File: config.mk
export PLATFORM = sky130hd
export DESIGN_NAME = sar_seq
export DESIGN_NICKNAME = d
export VERILOG_FILES = /design/src/rtl/sar_pkg.sv /design/src/rtl/sar_tick_gen.sv /design/src/rtl/sar_span_timer.sv /design/src/rtl/sar_approx_reg.sv /design/src/rtl/sar_seq.sv
export SDC_FILE = /design/constraint.sdc
export NUM_CORES = 1
export LEC_CHECK = 0
export CELL_PAD_IN_SITES_DETAIL_PLACEMENT = 0
export CELL_PAD_IN_SITES_GLOBAL_PLACEMENT = 1
export CORE_UTILIZATION = 45
export CTS_BUF_LIST = sky130_fd_sc_hd__clkbuf_8
export DETAILED_ROUTE_END_ITERATION = 6
export DONT_BUFFER_PORTS = 1
export PLACE_DENSITY = 0.88
export SETUP_SLACK_MARGIN = 0.15
export SLEW_MARGIN = 20
export SYNTH_ARGS = -nofsm -noshare
export SYNTH_HDL_FRONTEND = slang
export SYNTH_SLANG_ARGS = --single-unit
export TNS_END_PERCENT = 20
File: constraint.sdc
create_clock -name clk -period 2.2 [get_ports clk]
set_input_delay 0.33 -clock clk [delete_from_list [all_inputs] [get_ports clk]]
set_output_delay 0.33 -clock clk [all_outputs]
set_load 0.05 [all_outputs]
File: src/rtl/sar_pkg.sv
package sar_pkg;
  localparam int ACQ_W = 5;
  localparam int RECOV_TICKS = 2;

  typedef enum logic [1:0] {
    ST_IDLE  = 2'd0,
    ST_ACQ   = 2'd1,
    ST_CONV  = 2'd2,
    ST_RECOV = 2'd3
  } seq_state_t;

  function automatic logic [ACQ_W-1:0] acq_ticks(input logic [2:0] code);
    case (code)
      3'd0:    acq_ticks = ACQ_W'(0);
      3'd1:    acq_ticks = ACQ_W'(2);
      3'd2:    acq_ticks = ACQ_W'(4);
      3'd3:    acq_ticks = ACQ_W'(6);
      3'd4:    acq_ticks = ACQ_W'(8);
      3'd5:    acq_ticks = ACQ_W'(12);
      3'd6:    acq_ticks = ACQ_W'(16);
      default: acq_ticks = ACQ_W'(20);
    endcase
  endfunction
endpackage

File: src/rtl/sar_tick_gen.sv
module sar_tick_gen #(
  parameter int DIV_W = 4
) (
  input  logic             clk,
  input  logic             rst_n,
  input  logic [DIV_W-1:0] div,
  output logic             tick
);
  logic [DIV_W-1:0] cnt;

  assign tick = (cnt >= div);

  always_ff @(posedge clk or negedge rst_n) begin
    if (!rst_n)    cnt <= '0;
    else if (tick) cnt <= '0;
    else           cnt <= cnt + 1'b1;
  end
endmodule

File: src/rtl/sar_span_timer.sv
module sar_span_timer #(
  parameter int W = 5
) (
  input  logic         clk,
  input  logic         rst_n,
  input  logic         load,
  input  logic [W-1:0] load_val,
  input  logic         tick,
  output logic         expire
);
  logic [W-1:0] cnt;

  assign expire = tick && (cnt == W'(1));

  always_ff @(posedge clk or negedge rst_n) begin
    if (!rst_n)                     cnt <= '0;
    else if (load)                  cnt <= load_val;
    else if (tick && cnt != '0)     cnt <= cnt - 1'b1;
  end
endmodule

File: src/rtl/sar_approx_reg.sv
module sar_approx_reg #(
  parameter int RES_W = 10
) (
  input  logic             clk,
  input  logic             rst_n,
  input  logic             clear,
  input  logic             step,
  input  logic             cmp_ge,
  output logic [RES_W-1:0] trial,
  output logic [RES_W-1:0] final_code,
  output logic             last
);
  localparam int PW = $clog2(RES_W + 1);

  logic [PW-1:0]    ptr;
  logic [RES_W-1:0] decided;
  logic [RES_W-1:0] cur_mask;

  // period 0 settles the hold; period k resolves bit RES_W-k
  for (genvar i = 0; i < RES_W; i++) begin : g_mask
    assign cur_mask[i] = (ptr != '0) && (int'(ptr) == RES_W - i);
  end

  assign trial      = decided | cur_mask;
  assign final_code = cmp_ge ? (decided | cur_mask) : decided;
  assign last       = (ptr == PW'(RES_W));

  always_ff @(posedge clk or negedge rst_n) begin
    if (!rst_n) begin
      ptr     <= '0;
      decided <= '0;
    end else if (clear) begin
      ptr     <= '0;
      decided <= '0;
    end else if (step) begin
      if (!last) ptr <= ptr + 1'b1;
      if (cmp_ge) decided <= decided | cur_mask;
    end
  end
endmodule

File: src/rtl/sar_seq.sv
module sar_seq #(
  parameter int RES_W = 10,
  parameter int DIV_W = 4
) (
  input  logic             clk,
  input  logic             rst_n,
  input  logic [DIV_W-1:0] cfg_div,
  input  logic [2:0]       acq_code,
  input  logic             start_set,
  input  logic             start_clr,
  input  logic             res_wr_en,
  input  logic [RES_W-1:0] res_wr_data,
  input  logic             irq_clr,
  input  logic             cmp_ge,
  output logic             sh_hold,
  output logic [RES_W-1:0] trial_code,
  output logic             busy,
  output logic             irq_flag,
  output logic [RES_W-1:0] result
);
  import sar_pkg::*;

  seq_state_t       state, st_n;
  logic             busy_n, pend, pend_n;
  logic             tick, expire, last;
  logic             load, conv_enter, done, launch, start_req;
  logic [ACQ_W-1:0] load_val, acq_len;
  logic [RES_W-1:0] trial_raw, final_code;

  sar_tick_gen #(.DIV_W(DIV_W)) u_tick (
    .clk(clk), .rst_n(rst_n), .div(cfg_div), .tick(tick)
  );

  sar_span_timer #(.W(ACQ_W)) u_span (
    .clk(clk), .rst_n(rst_n), .load(load), .load_val(load_val),
    .tick(tick), .expire(expire)
  );

  sar_approx_reg #(.RES_W(RES_W)) u_sar (
    .clk(clk), .rst_n(rst_n), .clear(conv_enter),
    .step(tick && state == ST_CONV), .cmp_ge(cmp_ge),
    .trial(trial_raw), .final_code(final_code), .last(last)
  );

  assign start_req = start_set && !start_clr;
  assign acq_len   = acq_ticks(acq_code);
  assign sh_hold   = (state == ST_CONV);
  assign trial_code = sh_hold ? trial_raw : '0;

  always_comb begin
    st_n       = state;
    busy_n     = busy;
    pend_n     = pend;
    load       = 1'b0;
    load_val   = '0;
    conv_enter = 1'b0;
    done       = 1'b0;
    launch     = 1'b0;
    case (state)
      ST_IDLE: begin
        if (start_req) launch = 1'b1;
      end
      ST_ACQ: begin
        if (start_clr) begin
          st_n = ST_RECOV; busy_n = 1'b0;
          load = 1'b1; load_val = ACQ_W'(RECOV_TICKS);
        end else if (expire) begin
          st_n = ST_CONV; conv_enter = 1'b1;
        end
      end
      ST_CONV: begin
        if (start_clr) begin
          st_n = ST_RECOV; busy_n = 1'b0;
          load = 1'b1; load_val = ACQ_W'(RECOV_TICKS);
        end else if (tick && last) begin
          st_n = ST_RECOV; busy_n = 1'b0; done = 1'b1;
          load = 1'b1; load_val = ACQ_W'(RECOV_TICKS);
        end
      end
      default: begin
        pend_n = (pend || start_set) && !start_clr;
        if (start_clr)      busy_n = 1'b0;
        else if (start_set) busy_n = 1'b1;
        if (expire) begin
          pend_n = 1'b0;
          if ((pend || start_set) && !start_clr) launch = 1'b1;
          else                                  st_n = ST_IDLE;
        end
      end
    endcase
    if (launch) begin
      busy_n = 1'b1;
      if (acq_len == '0) begin
        st_n = ST_CONV; conv_enter = 1'b1;
      end else begin
        st_n = ST_ACQ; load = 1'b1; load_val = acq_len;
      end
    end
  end

  always_ff @(posedge clk or negedge rst_n) begin
    if (!rst_n) begin
      state    <= ST_IDLE;
      busy     <= 1'b0;
      pend     <= 1'b0;
      irq_flag <= 1'b0;
      result   <= '0;
    end else begin
      state <= st_n;
      busy  <= busy_n;
      pend  <= pend_n;
      if (done)         irq_flag <= 1'b1;
      else if (irq_clr) irq_flag <= 1'b0;
      if (done)           result <= final_code;
      else if (res_wr_en) result <= res_wr_data;
    end
  end
endmodule

### Word level (Yosys, flattened, before mapping)

Cells that the tools add are included.

| storage, ports and cells | value |
|---|---|
| logic and storage cells | 129 |
| output and inout bits | 23 |
| flip-flop bits (word level) | 38 |
| input port bits | 24 |

| cells by class | value |
|---|---|
| add/sub/neg operators | 3 |
| $lt $le $gt $ge | 1 |
| reduce and logical (&&, ||, !) cells | 34 |
| muxes and demuxes | 55 |
| equality and inequality tests | 26 |
| bitwise gates (word level) | 1 |

Operators with widths:

| kind | number |
|---|---|
| 2-to-1 mux 10 bit | 6 |
| case mux 5 bit (7 select lines) | 1 |
| equality test 4 bit (second input constant) | 8 |
| 2-to-1 mux 1 bit | 24 |
| 2-to-1 mux 2 bit | 11 |
| 2-to-1 mux 5 bit | 4 |
| logical AND 1 bit | 16 |
| 2-to-1 mux 4 bit | 4 |
| nonzero test 4 bit | 3 |
| bitwise OR 10 bit | 1 |
| equality test 3 bit (second input constant) | 3 |
| adder 4 x 1 -> 4 bit (second input constant) | 2 |
| equality test 4 x 3 -> 1 bit (second input constant) | 2 |
| nonzero test 2 bit | 4 |
| equality test 3 x 2 -> 1 bit (second input constant) | 2 |
| case mux 2 bit (3 select lines) | 1 |
| equality test 5 x 1 -> 1 bit (second input constant) | 1 |
| zero test 5 bit | 1 |
| AND reduction 5 bit | 1 |
| nonzero test 5 bit | 1 |
| subtractor 5 x 1 -> 5 bit (second input constant) | 1 |
| equality test 4 x 2 -> 1 bit (second input constant) | 1 |
| >= comparator 4 bit | 1 |
| != test 4 x 2 -> 1 bit (second input constant) | 1 |
| other kinds (19) | 20 |

### Logic depth before layout (Yosys ltp)

| depth | value |
|---|---|
| word-level depth | 9 |
| mapped depth | 9 |
| depth with buffers taken out | 8 |

### By module

A second synthesis with hierarchy kept.

| second synthesis, totals | value |
|---|---|
| cells, all modules | 259 |
| area, all modules | 2478.6 um2 |

Modules (own cells, without submodules):

| module | instances | cells each | area an instance (um2) |
|---|---|---|---|
| sar_seq | 1 | 113 | 1031.0 |
| sar_approx_reg | 1 | 84 | 827.0 |
| sar_span_timer | 1 | 35 | 336.6 |
| sar_tick_gen | 1 | 27 | 284.0 |

### Least setup slack after synthesis

No wires, ideal clock.

| path | value |
|---|---|
| kind | flip-flop to output port |
| from | reg state[0] |
| to | out trial_code[1] |
| required time | 1.870 ns |
| stages on the path, launching flop included | 5 |
| path slack | -0.167 ns |
| path buffers | 1 |
| arrival | 2.037 ns |
| cells stage by stage | dfrtp_1 inv_1 ha_1 clkbuf_1 nor2b_1 |

| on the way | value |
|---|---|
| word-level cells in the longest chain between the ends | 2 |

Ends and longest elaborated chain:

| what | line | source |
|---|---|---|
| start, declared | sar_seq.sv:23 | `seq_state_t state, st_n;` |
| start signal, assigned | sar_seq.sv:109 | `state <= st_n;` |
| equality test 2 bit | sar_seq.sv:47 | `assign sh_hold = (state == ST_CONV);` |
| named net sh_hold | sar_seq.sv:15 | `output logic sh_hold,` |
| 2-to-1 mux 10 bit | sar_seq.sv:48 | `assign trial_code = sh_hold ? trial_raw : '0;` |
| end, declared | sar_seq.sv:16 | `output logic [RES_W-1:0] trial_code,` |

The timed path passes the listed nets, and every way through them passes these cells.

### Worst setup path in the final report

| path | value |
|---|---|
| from | reg u_tick.cnt[2] |
| to | reg state[0] |

| on the way | value |
|---|---|
| word-level cells in the longest chain between the ends | 6 |
| elaborated cells on any way between the ends | 12 |

Ends and longest elaborated chain:

| what | line | source |
|---|---|---|
| start, declared | sar_tick_gen.sv:9 | `logic [DIV_W-1:0] cnt;` |
| start signal, assigned | sar_tick_gen.sv:16 | `else cnt <= cnt + 1'b1;` |
| >= comparator 4 bit * | sar_tick_gen.sv:11 | `assign tick = (cnt >= div);` |
| logical AND 1 bit | sar_span_timer.sv:13 | `assign expire = tick && (cnt == W'(1));` |
| 2-to-1 mux 1 bit | sar_seq.sv:84 | `if (expire) begin` |
| case mux 1 bit (2 select lines) | sar_seq.sv:59 | `case (state)` |
| != test 4 x 3 -> 1 bit (no line) (tied with other cells) | n/a |  |
| AND reduction 5 bit (no line) | n/a |  |

Every way passes the cells marked *; elsewhere a longest branch is shown, timed or not.
A chain may end at the register's enable or synchronous reset.

==> summary.md <==
| Metric | Value |
|---|---|
| Crit. Startpoint | u_tick.cnt[2]$_DFF_PN0_ |
| Final Max Tran Viols | 0 |
| Hold Crit Start | acq_code[1] |
| Setup TNS | 0 ns |
| Status | complete, no violations |
| ANT nets after route | 0 |
| Total power | approximately 3.6 mW |
| Vias per cell | 5.63 |
| H-tree levels | 2 |
| Yosys top cell area share | 0.408 |
| Count leader, synth | dfrtp_1 |
| Worst stage delay on the critical path | 0.43 ns |
| Internal power | 2.09 mW |
| P_leak | about 1.3 nW |
| Worst path slowest cell | dfrtp_1 |
| Sequential area share after synthesis | 0.408 |
| Synth Instances | 248 |
| Buf/Inv on CP | 0 |
| Ant diodes | 0 |
| Cell Pwr Density | between 1000 and 1500 nW/um2 |
| Most area-consuming cells after synthesis | dfrtp_1 (41%), ha_1 (9.1%), a21oi_1 (4.1%) |
| FP Rows | 25 |
| Boundary Pins | 47 |
| DIE AREA | 5470 um2 |
| # nets final | 317 |
| F_max | 465 MHz |
| CP Capture Type | flop |
| GPL Wtd Cong | 0.859 |
| # DRC | 0 |
| CP required | 2.39 ns |
| Detailed-router iteration count before antenna repair | 4 |
| # clock sinks | 38 |
| Chip Width | 74.0 um |
| R2R Setup Slk | between 0.04 and 0.05 ns |
| Post-synthesis register bit count | 38 |
| Final period util | 0.977 |
| Layout Cells excl Fill | 344 |
| Core area | 4850 um2 |
| All-Layer GR Usage | 0.198 |
| Pre-CTS setup slack | 0.0228 ns |
| Final setup viols | 0 |
| DPL Wire Length | 3690 um |
| CTS root buf | clkbuf_8 |
| Crit path DAT | 2.34 ns |
| CTS buffer count | 5 |
| Synth Net Count | 289 |
| PortBufs | 0 |
| Mapped Area | ~2300 um2 |
| Yosys warns | 0 |
| CTS clk-pin slew, worst paths | around 0.080 ns |
| Crit start category | flop |
| Family with the most delay on the worst path | compound AO/OA/AOI/OAI gates |
| Die Y-Extent | 74.0 um |
| Wire length per cell | between 15 and 20 um |
| Share of layout cells above drive strength 1 | 0.278 |
| Post-synthesis async set-or-reset flop share | 1.00 |
| Combinational power share | 0.475 |
| Vias in the first global route | between 1.5k and 2k |
| Final Core Density | 0.596 |
| Inst Count DP | 327 |
| Total grt overflow | 0 |
| Avg Cell Area, Syn | between 9 and 10 um2 |
| Final Critical Period | 2.15 ns |
| Flop pwr share | 0.324 |
| CP Max Fanout | 3 |
| Post-synth EDFFs | 0 |
| Area leader, netlist | dfrtp_1 |
| Sw frac | 0.418 |
| Area grow syn2layout | 24.1% |
| Placed Area | 2570 um2 |
| Worst-path cell chain | ha_4, o211ai_1, o21ai_2, or3b_1, a221oi_2, o32ai_2, mux2_4 |
| TritonCTS clock tree | done |
| Worst clock skew | 0.00399 ns |
| Max cap viols | 0 |
| RSZ-0062 raised after global routing | yes |
| Worst-margin pin slew | 0.619 ns |
| Global-route wire length before repair | 8200 um |
| Most frequent cells after synthesis | dfrtp_1 (38), nor2_1 (22), a21oi_1 (19), nand2_1 (19), ha_1 (17) |
| Crit Path Class | reg -> reg |
| Origin of the critical flop-to-flop path | u_tick.cnt[2]$_DFF_PN0_ |
| Design Area, Final | 2890 um2 |
| Initial Util | 0.481 |
| Worst hold path class | in -> reg |
| Clock Power Share | 0.201 |
| VDD IR max | roughly 0.00053 V |
| Starting DRT DRC Count | 93 |
| Initial antenna violation count | 0 |
| Worst hold margin | 0.110 ns |
| CTS max path bufs | 2 |
| NetSw | 1.50 mW |
| Largest net degree at the start of global routing | 39 |
| Via count | slightly below 2k |
| WL final | between 5000 and 6000 um |
| Dominant synthesized flop cell | dfrtp_1 |
| Yosys cell types | 52 |
| Relative slew margins | 0.584 |
| Final Hold Vio Count | 0 |
| Worst-Skew Late Latency | roughly 0.3 ns |
| Final setup margin | 0.0500 ns |
flip-flops by register name, summed over array words and instances (netlist names):
register       flops
result            10
u_sar.decided     10
u_span.cnt         5
u_sar.ptr          4
u_tick.cnt         4
state              2
busy               1
irq_flag           1
pend               1
routing by layer:
layer  vias to the layer above  global-route usage  wire length (um)
met1                       930               0.260              2440
met5                         -                   0                 0
met4                         0              0.0662                96
met3                        13              0.0447               337
li1                        929                   -                 -
met2                        66               0.323              2660
power groups by stage:
stage	logic, mW	registers (mW)	clock network [mW]
floorplan	1.18	1.13	0
global placement	1.51	1.15	0
detailed placement	1.53	1.16	0
CTS	1.62	1.15	0.724
global route	1.88	1.18	0.756
finish	1.70	1.16	0.722
what timing repair did:
action	in CTS	in global routing
hold buffers	2	0
hold endpoints to repair	38	0
pin swaps	4	4
endpoints found under the setup margin	13	35
setup buffers	2	4
resized for setup	4	11
gates cloned	0	1
placed cells by master, fill, tap and decap left out, drive strengths merged, types with 2 or more instances in the layout:
master   n
a32o     2
dfrtp   38
o21ai   12
buf     30
nor2b   11
o32ai    2
a31oi   10
o31a     2
a211oi   5
bufinv   2
inv     16
a21o     2
a21oi   19
nor2    22
and2b    3
and2     3
nand3    4
o22ai    2
xor2     3
nand2   19
ha      17
mux2i    7
mux2     7
and3     3
xnor2    4
nor3     9
clkbuf   5
cell families after synthesis:
kind of cell | count (synthesis) | share of synthesized area
and+or+nand+nor | 81 | 0.178
AOI/OAI and AO/OA | 64 | 0.180
DFF | 38 | 0.408
buffers and inverters | 27 | 0.0510
adders and majority gates | 17 | 0.0913
muxes | 14 | 0.0655
xor gates and xnor gates | 7 | 0.0263
final cells by class:
type | instances | area (um2)
clock buffer | 5 | 68.8
multi-input combinational | 184 | 1400
clock inverter | 3 | 68.8
inverter | 16 | 60.1
tap | 67 | 83.8
fill | 420 | 1960
sequential | 38 | 951
timing repair buffer | 31 | 264
path summary, 6_finish.rpt:
path,to,cells past startpoint
setup / recovery,state[0]$_DFFE_PN0P_,7
hold / removal,u_span.cnt[3]$_DFFE_PN0P_,1
setup reg to reg,state[0]$_DFFE_PN0P_,7
hold reg to reg,u_sar.decided[0]$_DFFE_PN0P_,2
max in group asynchronous,result[5]$_DFFE_PN0P_,2
min in group asynchronous,u_span.cnt[2]$_DFFE_PN0P_,2
No activity file was read; power rests on OpenSTA's default activity.
